### src/rtl/gpio_bank_pkg.sv
// Package: register word addresses shared by the bank's register file and its users.
// Assumes the address bus is at least 4 bits wide.
package gpio_bank_pkg;
    localparam int unsigned OFS_DATA  = 0;
    localparam int unsigned OFS_MASK  = 1;
    localparam int unsigned OFS_DIR   = 2;
    localparam int unsigned OFS_IEN   = 3;
    localparam int unsigned OFS_SENSE = 4;
    localparam int unsigned OFS_BOTH  = 5;
    localparam int unsigned OFS_POL   = 6;
    localparam int unsigned OFS_RAW   = 7;
    localparam int unsigned OFS_MIS   = 8;
    localparam int unsigned OFS_CLR   = 9;
endpackage

### src/rtl/gpio_in_sync.sv
// Module: two-flop synchronizer for the pin inputs.
// Assumes the inputs are asynchronous to clk. The output lags the inputs by two rising edges.
module gpio_in_sync #(
    parameter int unsigned W = 8
) (
    input  logic         clk,
    input  logic         rst_n,
    input  logic [W-1:0] async_i,
    output logic [W-1:0] sync_o
);
    logic [W-1:0] meta_q;
    logic [W-1:0] stab_q;

    // Capture the raw inputs and then retime them once more.
    always_ff @(posedge clk) begin
        if (!rst_n) begin
            meta_q <= '0;
            stab_q <= '0;
        end else begin
            meta_q <= async_i;
            stab_q <= meta_q;
        end
    end

    assign sync_o = stab_q;
endmodule

### src/rtl/gpio_event_unit.sv
// Module: per-pin level/edge detection with held edge status.
// Assumes synchronized inputs. Level status follows the input, and edge status is held
// until cleared. When a set and a clear meet in the same cycle, the set wins.
module gpio_event_unit #(
    parameter int unsigned NPINS = 8
) (
    input  logic             clk,
    input  logic             rst_n,
    input  logic [NPINS-1:0] smp_i,
    input  logic [NPINS-1:0] sense_i,
    input  logic [NPINS-1:0] both_i,
    input  logic [NPINS-1:0] pol_i,
    input  logic [NPINS-1:0] clr_i,
    output logic [NPINS-1:0] raw_o
);
    logic [NPINS-1:0] prev_q;

    // Keep the previous synchronized sample for edge comparison.
    always_ff @(posedge clk) begin
        if (!rst_n) prev_q <= '0;
        else        prev_q <= smp_i;
    end

    for (genvar i = 0; i < NPINS; i++) begin : g_pin
        logic rise, fall, edge_hit, level_hit, lat_q;

        assign rise      = smp_i[i] & ~prev_q[i];
        assign fall      = ~smp_i[i] & prev_q[i];
        assign level_hit = pol_i[i] ? smp_i[i] : ~smp_i[i];
        assign edge_hit  = ~sense_i[i] &
                           (both_i[i] ? (rise | fall) : (pol_i[i] ? rise : fall));

        // Hold edge events until a clear bit arrives; a new event wins over a clear.
        always_ff @(posedge clk) begin
            if (!rst_n)        lat_q <= 1'b0;
            else if (edge_hit) lat_q <= 1'b1;
            else if (clr_i[i]) lat_q <= 1'b0;
        end

        assign raw_o[i] = sense_i[i] ? level_hit : lat_q;


        edge_sticky_chk: assert property (@(posedge clk) disable iff (!rst_n)
            (lat_q && !clr_i[i]) |=> lat_q);

        edge_clear_chk: assert property (@(posedge clk) disable iff (!rst_n)
            (clr_i[i] && !edge_hit) |=> !lat_q);
    end
endmodule

### src/rtl/gpio_regs.sv
// Module: register file and single-cycle bus decode for the pin bank.
// Assumes one access per cycle. Reads are combinational and writes take effect at the edge.
module gpio_regs
    import gpio_bank_pkg::*;
#(
    parameter int unsigned NPINS  = 8,
    parameter int unsigned ADDR_W = 4
) (
    input  logic              clk,
    input  logic              rst_n,
    input  logic              bus_sel,
    input  logic              bus_wr,
    input  logic [ADDR_W-1:0] bus_addr,
    input  logic [NPINS-1:0]  bus_wdata,
    output logic [NPINS-1:0]  bus_rdata,
    input  logic [NPINS-1:0]  smp_i,
    input  logic [NPINS-1:0]  raw_i,
    input  logic [NPINS-1:0]  mis_i,
    output logic [NPINS-1:0]  out_o,
    output logic [NPINS-1:0]  dir_o,
    output logic [NPINS-1:0]  ien_o,
    output logic [NPINS-1:0]  sense_o,
    output logic [NPINS-1:0]  both_o,
    output logic [NPINS-1:0]  pol_o,
    output logic [NPINS-1:0]  clr_o
);
    logic             wr_en;
    logic [NPINS-1:0] mask_q, out_q, dir_q, ien_q, sense_q, both_q, pol_q;
    logic [NPINS-1:0] pin_view;

    assign wr_en = bus_sel & bus_wr;

    // Update the configuration registers on a bus write.
    always_ff @(posedge clk) begin
        if (!rst_n) begin
            mask_q  <= '0;
            dir_q   <= '0;
            ien_q   <= '0;
            sense_q <= '0;
            both_q  <= '0;
            pol_q   <= '0;
        end else if (wr_en) begin
            if (bus_addr == ADDR_W'(OFS_MASK))  mask_q  <= bus_wdata;
            if (bus_addr == ADDR_W'(OFS_DIR))   dir_q   <= bus_wdata;
            if (bus_addr == ADDR_W'(OFS_IEN))   ien_q   <= bus_wdata;
            if (bus_addr == ADDR_W'(OFS_SENSE)) sense_q <= bus_wdata;
            if (bus_addr == ADDR_W'(OFS_BOTH))  both_q  <= bus_wdata;
            if (bus_addr == ADDR_W'(OFS_POL))   pol_q   <= bus_wdata;
        end
    end

    // Update the output latch only on bits the access mask opens.
    always_ff @(posedge clk) begin
        if (!rst_n)
            out_q <= '0;
        else if (wr_en && bus_addr == ADDR_W'(OFS_DATA))
            out_q <= (out_q & ~mask_q) | (bus_wdata & mask_q);
    end

    // Clear pulses last exactly one cycle, on a write to the clear address.
    assign clr_o = (wr_en && bus_addr == ADDR_W'(OFS_CLR)) ? bus_wdata : '0;

    // Outputs show the latch and inputs show the synchronized pin.
    assign pin_view = (dir_q & out_q) | (~dir_q & smp_i);

    // Select the read word for the addressed register.
    always_comb begin
        bus_rdata = '0;
        if (bus_sel && !bus_wr) begin
            case (bus_addr)
                ADDR_W'(OFS_DATA):  bus_rdata = pin_view & mask_q;
                ADDR_W'(OFS_MASK):  bus_rdata = mask_q;
                ADDR_W'(OFS_DIR):   bus_rdata = dir_q;
                ADDR_W'(OFS_IEN):   bus_rdata = ien_q;
                ADDR_W'(OFS_SENSE): bus_rdata = sense_q;
                ADDR_W'(OFS_BOTH):  bus_rdata = both_q;
                ADDR_W'(OFS_POL):   bus_rdata = pol_q;
                ADDR_W'(OFS_RAW):   bus_rdata = raw_i;
                ADDR_W'(OFS_MIS):   bus_rdata = mis_i;
                default:            bus_rdata = '0;
            endcase
        end
    end

    assign out_o   = out_q;
    assign dir_o   = dir_q;
    assign ien_o   = ien_q;
    assign sense_o = sense_q;
    assign both_o  = both_q;
    assign pol_o   = pol_q;


    masked_bits_hold_chk: assert property (@(posedge clk) disable iff (!rst_n)
        (wr_en && bus_addr == ADDR_W'(OFS_DATA)) |=>
        ((out_q & ~$past(mask_q)) == ($past(out_q) & ~$past(mask_q))));

    no_data_write_hold_chk: assert property (@(posedge clk) disable iff (!rst_n)
        !(wr_en && bus_addr == ADDR_W'(OFS_DATA)) |=> $stable(out_q));
endmodule

### src/rtl/gpio_bank.sv
// Module: top of the masked GPIO bank, which connects the synchronizer, the event unit and the registers.
// Assumes a single clock domain for the bus. The pin inputs are asynchronous.
module gpio_bank #(
    parameter int unsigned NPINS  = 8,
    parameter int unsigned ADDR_W = 4
) (
    input  logic              clk,
    input  logic              rst_n,
    input  logic              bus_sel,
    input  logic              bus_wr,
    input  logic [ADDR_W-1:0] bus_addr,
    input  logic [NPINS-1:0]  bus_wdata,
    output logic [NPINS-1:0]  bus_rdata,
    input  logic [NPINS-1:0]  pin_in,
    output logic [NPINS-1:0]  pin_out,
    output logic [NPINS-1:0]  pin_oe,
    output logic              irq
);
    logic [NPINS-1:0] smp, raw, mis, ien, sense, both, pol, clr, dir, outl;

    gpio_in_sync #(.W(NPINS)) u_sync (
        .clk(clk), .rst_n(rst_n), .async_i(pin_in), .sync_o(smp)
    );

    gpio_event_unit #(.NPINS(NPINS)) u_evt (
        .clk(clk), .rst_n(rst_n), .smp_i(smp), .sense_i(sense), .both_i(both),
        .pol_i(pol), .clr_i(clr), .raw_o(raw)
    );

    gpio_regs #(.NPINS(NPINS), .ADDR_W(ADDR_W)) u_regs (
        .clk(clk), .rst_n(rst_n), .bus_sel(bus_sel), .bus_wr(bus_wr),
        .bus_addr(bus_addr), .bus_wdata(bus_wdata), .bus_rdata(bus_rdata),
        .smp_i(smp), .raw_i(raw), .mis_i(mis), .out_o(outl), .dir_o(dir),
        .ien_o(ien), .sense_o(sense), .both_o(both), .pol_o(pol), .clr_o(clr)
    );

    // Gate raw events with their enables and merge them into one line.
    assign mis     = raw & ien;
    assign irq     = |mis;
    assign pin_out = outl;
    assign pin_oe  = dir;


    irq_needs_enable_chk: assert property (@(posedge clk) disable iff (!rst_n)
        irq |-> (ien != '0));

    irq_needs_event_chk: assert property (@(posedge clk) disable iff (!rst_n)
        irq |-> (raw != '0));

    oe_after_reset_chk: assert property (@(posedge clk) disable iff (!rst_n)
        !$past(rst_n) |-> (pin_oe == '0));
endmodule

### config.mk
export PLATFORM = sky130hd
export DESIGN_NAME = gpio_bank
export DESIGN_NICKNAME = d
export VERILOG_FILES = /design/src/rtl/gpio_bank_pkg.sv /design/src/rtl/gpio_in_sync.sv /design/src/rtl/gpio_event_unit.sv /design/src/rtl/gpio_regs.sv /design/src/rtl/gpio_bank.sv
export SDC_FILE = /design/constraint.sdc
export NUM_CORES = 1
export LEC_CHECK = 0
export ABC_AREA = 0
export BUFFER_PORTS_ARGS = -buffer_cell sky130_fd_sc_hd__buf_2
export CAP_MARGIN = 25
export CORE_ASPECT_RATIO = 1.4
export CORE_MARGIN = 8
export CORE_UTILIZATION = 66
export CTS_BUF_LIST = sky130_fd_sc_hd__clkbuf_8
export DETAILED_ROUTE_END_ITERATION = 16
export PLACE_DENSITY_LB_ADDON = 0.2
export SLEW_MARGIN = 40
export SYNTH_ARGS = -nofsm -noshare
export SYNTH_HDL_FRONTEND = slang
export SYNTH_SLANG_ARGS = --single-unit
export TNS_END_PERCENT = 20
### constraint.sdc
create_clock -name clk -period 3.7 [get_ports clk]
set_input_delay 0.74 -clock clk [delete_from_list [all_inputs] [get_ports clk]]
set_output_delay 0.74 -clock clk [all_outputs]
set_load 0.05 [all_outputs]
==> results of run 1 <==
metrics by stage:
stage	util	instances	worst slack, ns
after CTS	0.746	623	0.506
final	0.746	623	0.478
after detailed placement	0.714	607	0.512
after global placement	0.713	607	0.437
after global routing	0.746	623	0.391
after floorplan	-	487	0.854
layout by cell type, fill, tap and decap left out, types with 9 or more instances in the layout:
master | synthesis | final
dfxtp_1 | 88 | 88
mux2i_1 | 60 | 60
nor2b_1 | 59 | 58
buf_2 | 7 | 47
inv_1 | 31 | 32
nand3_1 | 24 | 24
and2_1 | 24 | 24
nand2_1 | 17 | 17
a21boi_0 | 16 | 16
ha_1 | 16 | 16
a22oi_1 | 13 | 13
o21ai_0 | 13 | 13
buf_4 | 6 | 12
a211oi_1 | 11 | 11
clkbuf_8 | 0 | 10
o31a_1 | 9 | 9
worst paths after layout:
| check | slack [ns] | to |
|---|---|---|
| worst max-delay path | 0.48 | bus_rdata[2] |
| worst min-delay path | 0.43 | u_sync.sync_o[7]$_SDFF_PN0_ |
| worst max register to register | 2.30 | u_evt.g_pin[4].lat_q$_SDFFE_PN0P_ |
| worst min register to register | 0.43 | u_sync.sync_o[7]$_SDFF_PN0_ |
per-layer routing:
layer | vias up | track usage
met5 | - | 0
met3 | 39 | 0.0472
li1 | 1770 | -
met1 | 1731 | 0.267
met4 | 0 | 0.141
met2 | 130 | 0.391
kinds of logic after synthesis:
family                     Yosys count  synth area share
buffers and inverters               65            0.0641
xor gates and xnor gates             8            0.0151
adders and majority gates           16            0.0431
muxes                               69             0.152
AOI/OAI and AO/OA                   96             0.150
and+or+nand+nor                    145             0.197
DFF                                 88             0.379
worst reg2reg max path: cells and delay by family (launching register included):
kind | cells | cell delay, ns
AOI/OAI and AO/OA | 3 | 0.49
DFF | 1 | 0.41
and+or+nand+nor | 1 | 0.13
buffers and inverters | 1 | 0.08
adders and majority gates | 1 | 0.18
power groups by stage:
stage,registers (mW),logic [mW],clock network [mW]
floorplan,0.998,0.109,0
global placement,0.999,0.148,0
detailed placement,1.00,0.153,0
CTS,0.978,0.154,0.742
global route,0.981,0.168,0.779
finish,0.978,0.156,0.732
sequential cells by signal, indices dropped and copies added, names as in the netlist, named ones only:
name and flops:
u_evt.g_pin.lat_q 8, u_evt.prev_q 8, u_regs.both_o 8, u_regs.dir_o 8, u_regs.ien_o 8, u_regs.mask_q 8
u_regs.pol_o 8, u_regs.sense_o 8, u_sync.meta_q 8, u_sync.sync_o 8
final cells by class:
class / count / area, µm²
clock buffers: 10 / 138
clock inverters: 6 / 83.8
fillers: 522 / 1750
inverters: 31 / 116
multi-input cells: 334 / 2600
flip-flops and latches: 88 / 1760
well taps: 95 / 119
repair buffers: 59 / 325
==> flow_summary.ini, run 1 <==
[synthesis]
ys_top_cells_by_area = dfxtp_1 38%, mux2i_1 13%, nor2b_1 7.9%
ys_types = 48
synth_most_common_cell = dfxtp_1
synth_ff_type = dfxtp_1
yosysTopAreaCell = dfxtp_1
yosysSeqAreaShare = 0.379
synth_top_area_frac = 0.379
synth_area_um2 = 4650
yosys-top-cells-count = 88 x dfxtp_1, 60 x mux2i_1, 59 x nor2b_1, 31 x inv_1
synthArstFlopShare = 0
synthesis.nets = 527
ys_ff_latch = 88
syn_inst = 487
synth-warning-count = 0
synth.avg_cell_area_um2 = 9.54
synth_edf_count = 0

[job]
cap_viol_max_count = 0

[routing]
drc = 0
routedWlPerCell_um = 18.5
drt_first_pass_iters = 5
drt_iter0_markers = 348
wl_met1_um = 4790
ant_nets = 0
dr_wl_met3_um = 633
dr_wl_met2_um = 5620
routed_wl_um = 11500
vias = 3670
highest_layer = met4
via_per_inst = 5.89

[layout]
final_nets = 563
drive_gt1_frac = 0.176
antennaDiodeCount = 0
syn_to_final_growth_pct = 10.6
final_area_um2 = 5140

[clocking]
cts_made_buffers = 9
cts_sinks = 88
cts_setup_buffers = 0
ctsResizeCount = 0
htreeDepth = 3
clock_latency_ns = 0.36
ctsHoldBuffers = 0
clk_pin_slew_ns = 0.08
cts-root-buf = clkbuf_8
clock_path_buffers = 2
cts_tree = done

[power_and_ir_drop]
powerDensity_nw_per_um2 = 363
peakVddDrop_mv = 0.343
power_frac_seq = 0.524
clkPwrFrac = 0.392
p_int_mw = 1.42
p_leak_nw = 2.00
combinationalPowerShare = 0.083
switchingPower_mw = 0.442
power_mw = 1.87
switching_share = 0.237

[floorplan]
design.portCount = 49
die_area_um2 = 10000
initial_core_util = 0.674
die_w_um = 86.9
core_um2 = 6890
die_y_um = 115
num_rows = 36

[worst_hold_path]
holdCritPathClass = flip-flop to flip-flop
hold_path_depth = 1
min_from = u_sync.meta_q[7]$_SDFF_PN0_

[worst_setup_path]
critPathKind = input pin to output port
path_buf_inv = 4
crit_arrival_ns = 2.48
worst-path-stages = 8
cpPeakStageDelay_ns = 0.41
crit_fanout = 11
worstSetupEndpointType = output port
startpoint = bus_addr[2]
r2r_start = u_sync.sync_o[4]$_SDFF_PN0_
slowest_stage = nor4_4
worstPathCellList = buf_2 > buf_4 > nor4_4 > buf_4 > nand3_1 > o21ai_0 > o31a_1 > buf_2
cp.required_ns = 2.96
start_kind = input pin
r2r.worst_path.cells = 6
path_delay_family = buffers and inverters

[timing]
clock.fmax_mhz = 310
finalHoldViolCount = 0
tightestPinTransition_ns = 0.718
tns_ns = 0
fin_crit_sh = 0.871
slew_violations = 0
period_needed_ns = 3.22
rsz0062_at_grt = no
slew_headroom = 0.521
finClkSkew_ns = 0.00992
hold_ws_ns = 0.435
finalSetupViolCount = 0

[grt]
grt_max_degree = 89
antenna_found_initial = 0
grt_pass1_vias = 3727
grt_usage = 0.234
overflow = 0
grt_pass1_wl_um = 18300

[run_status]
status = finished, final reports clean

[place]
placed_cell_area_um2 = 4920
io_buffer_count = 48
place_hpwl_um = 7900
gp_congestion = 0.903
Note: power is estimated with default switching activity, not from simulation.
==> run 2: changes to the inputs <==
--- a/config.mk
+++ b/config.mk
@@ -13,7 +13,7 @@
 export CORE_UTILIZATION = 66
 export CTS_BUF_LIST = sky130_fd_sc_hd__clkbuf_8
 export DETAILED_ROUTE_END_ITERATION = 16
-export PLACE_DENSITY_LB_ADDON = 0.2
+export PLACE_DENSITY = 0.88
 export SLEW_MARGIN = 40
 export SYNTH_ARGS = -nofsm -noshare
 export SYNTH_HDL_FRONTEND = slang
==> run 2 against run 1 <==
  * Routed wire length decreased by 0.97%
  * Sequential cell count unchanged
  * Combinational power about the same
  * Worst hold slack improved by 0.0052 ns
  * Fmax decreased by 2.4%
  * Sequential power about the same
  * Total power decreased by 5.0%
  * The run now ends with DRC left
  * Setup slack got worse by 0.079 ns
  * Critical endpoint unchanged
  * Critical path depth decreased by 1
==> flow_summary.ini, run 2 (synthesized netlist as in run 1, its figures left out) <==
[grt]
grt_pass1_vias = 3637
overflow = 0
grt_usage = 0.235
antenna_found_initial = 0
grt_pass1_wl_um = 18300
grt_max_degree = 89

[floorplan]
core_um2 = 6890
die_y_um = 115
die_w_um = 86.9
initial_core_util = 0.674
num_rows = 36
design.portCount = 49
die_area_um2 = 10000

[worst_setup_path]
r2r_slack_ns = 2.31
r2r.worst_path.cells = 6
start_kind = input pin
critPathKind = input pin to output port
startpoint = bus_addr[0]
crit_fanout = 24
timing.critical_path.to = bus_rdata[2]
cp.required_ns = 2.96
worstSetupEndpointType = output port
reg2reg_to = u_evt.g_pin[7].lat_q$_SDFFE_PN0P_
crit_arrival_ns = 2.56
r2r_start = u_sync.sync_o[7]$_SDFF_PN0_

[clocking]
cts_made_buffers = 9
cts_sinks = 88
clock_path_buffers = 2
ctsHoldBuffers = 0
cts_tree = done
htreeDepth = 3
clk_pin_slew_ns = 0.08
ctsResizeCount = 0
cts-root-buf = clkbuf_8
clock_latency_ns = 0.36
cts_setup_buffers = 0

[power_and_ir_drop]
powerDensity_nw_per_um2 = 348
switchingPower_mw = 0.446
p_int_mw = 1.33
combinationalPowerShare = 0.087
power_frac_seq = 0.552
peakVddDrop_mv = 0.354
p_leak_nw = 1.98
power_mw = 1.77
clkPwrFrac = 0.362
switching_share = 0.252

[layout]
layout_common_cells = 88 x dfxtp_1, 60 x mux2i_1, 59 x nor2b_1
layout_commonest_cell = dfxtp_1
final_area_um2 = 5090
final_nets = 561
antennaDiodeCount = 0
syn_to_final_growth_pct = 9.48
drive_gt1_frac = 0.171

[worst_hold_path]
holdCritPathClass = flip-flop to flip-flop
hold_path_depth = 1

[job]
cap_viol_max_count = 0

[routing]
drt_first_pass_iters = 14
routed_wl_um = 11400
via_per_inst = 5.97
routedWlPerCell_um = 18.3
drc = 2
vias = 3705
drt_iter0_markers = 443
ant_nets = 0

[place]
io_buffer_count = 48
place_hpwl_um = 7490
placed_cell_area_um2 = 4900
gp_congestion = 0.906

[timing]
clock.fmax_mhz = 303
fin_crit_sh = 0.892
tightestPinTransition_ns = 0.769
finalSetupViolCount = 0
slew_headroom = 0.487
slew_violations = 0
rsz0062_at_grt = no
hold_ws_ns = 0.440
tns_ns = 0
finClkSkew_ns = 0.0107
finalHoldViolCount = 0
period_needed_ns = 3.30

[run_status]
status = finished, violations left
violations = DRC
==> run 2: critical path, cell delays in order <==
cell,delay (ns)
buf_2,0.26
nor4_4,0.56
buf_4,0.28
nand3_1,0.12
o21ai_0,0.13
o31a_1,0.19
buf_2,0.27
==> run 2: stage by stage <==
step	setup slack [ns]	std cells	util
floorplan	0.854	487	-
global placement	0.574	605	0.710
detailed placement	0.507	605	0.710
CTS	0.478	621	0.738
global route	0.344	621	0.738
finish	0.400	621	0.738
==> run 2: power groups by stage <==
stage          combinational [mW]  clock [mW]  sequential (mW)
6_report                    0.153       0.641            0.978
5_1_grt                     0.166       0.683            0.980
4_1_cts                     0.151       0.643            0.978
3_5_place_dp                0.149           0             1.00
3_3_place_gp                0.144           0            0.999
2_1_floorplan               0.109           0            0.998
==> run 2: metal layers <==
layer  GRT usage  up-vias  wire, µm
met4       0.101        0       337
met3      0.0465       33       729
met5           0        -         0
met1       0.286     1751      4880
li1            -     1760         -
met2       0.388      161      5440
==> run 2: layout make-up <==
cell class / instances / area [µm²]
flip-flops and latches: 88 / 1760
fillers: 528 / 1800
well taps: 95 / 119
repair buffers: 57 / 310
inverters: 31 / 116
multi-input cells: 334 / 2590
clock inverters: 4 / 27.5
clock buffers: 12 / 165
==> run 2: worst min path at each step <==
stage                                startpoint                     endpoint  slack, ns
floorplan           u_sync.meta_q[0]$_SDFF_PN0_  u_sync.sync_o[0]$_SDFF_PN0_       0.41
global placement    u_sync.meta_q[0]$_SDFF_PN0_  u_sync.sync_o[0]$_SDFF_PN0_       0.42
detailed placement  u_sync.meta_q[2]$_SDFF_PN0_  u_sync.sync_o[2]$_SDFF_PN0_       0.42
CTS                 u_sync.meta_q[2]$_SDFF_PN0_  u_sync.sync_o[2]$_SDFF_PN0_       0.44
global route        u_sync.meta_q[0]$_SDFF_PN0_  u_sync.sync_o[0]$_SDFF_PN0_       0.46
finish              u_sync.meta_q[2]$_SDFF_PN0_  u_sync.sync_o[2]$_SDFF_PN0_       0.44
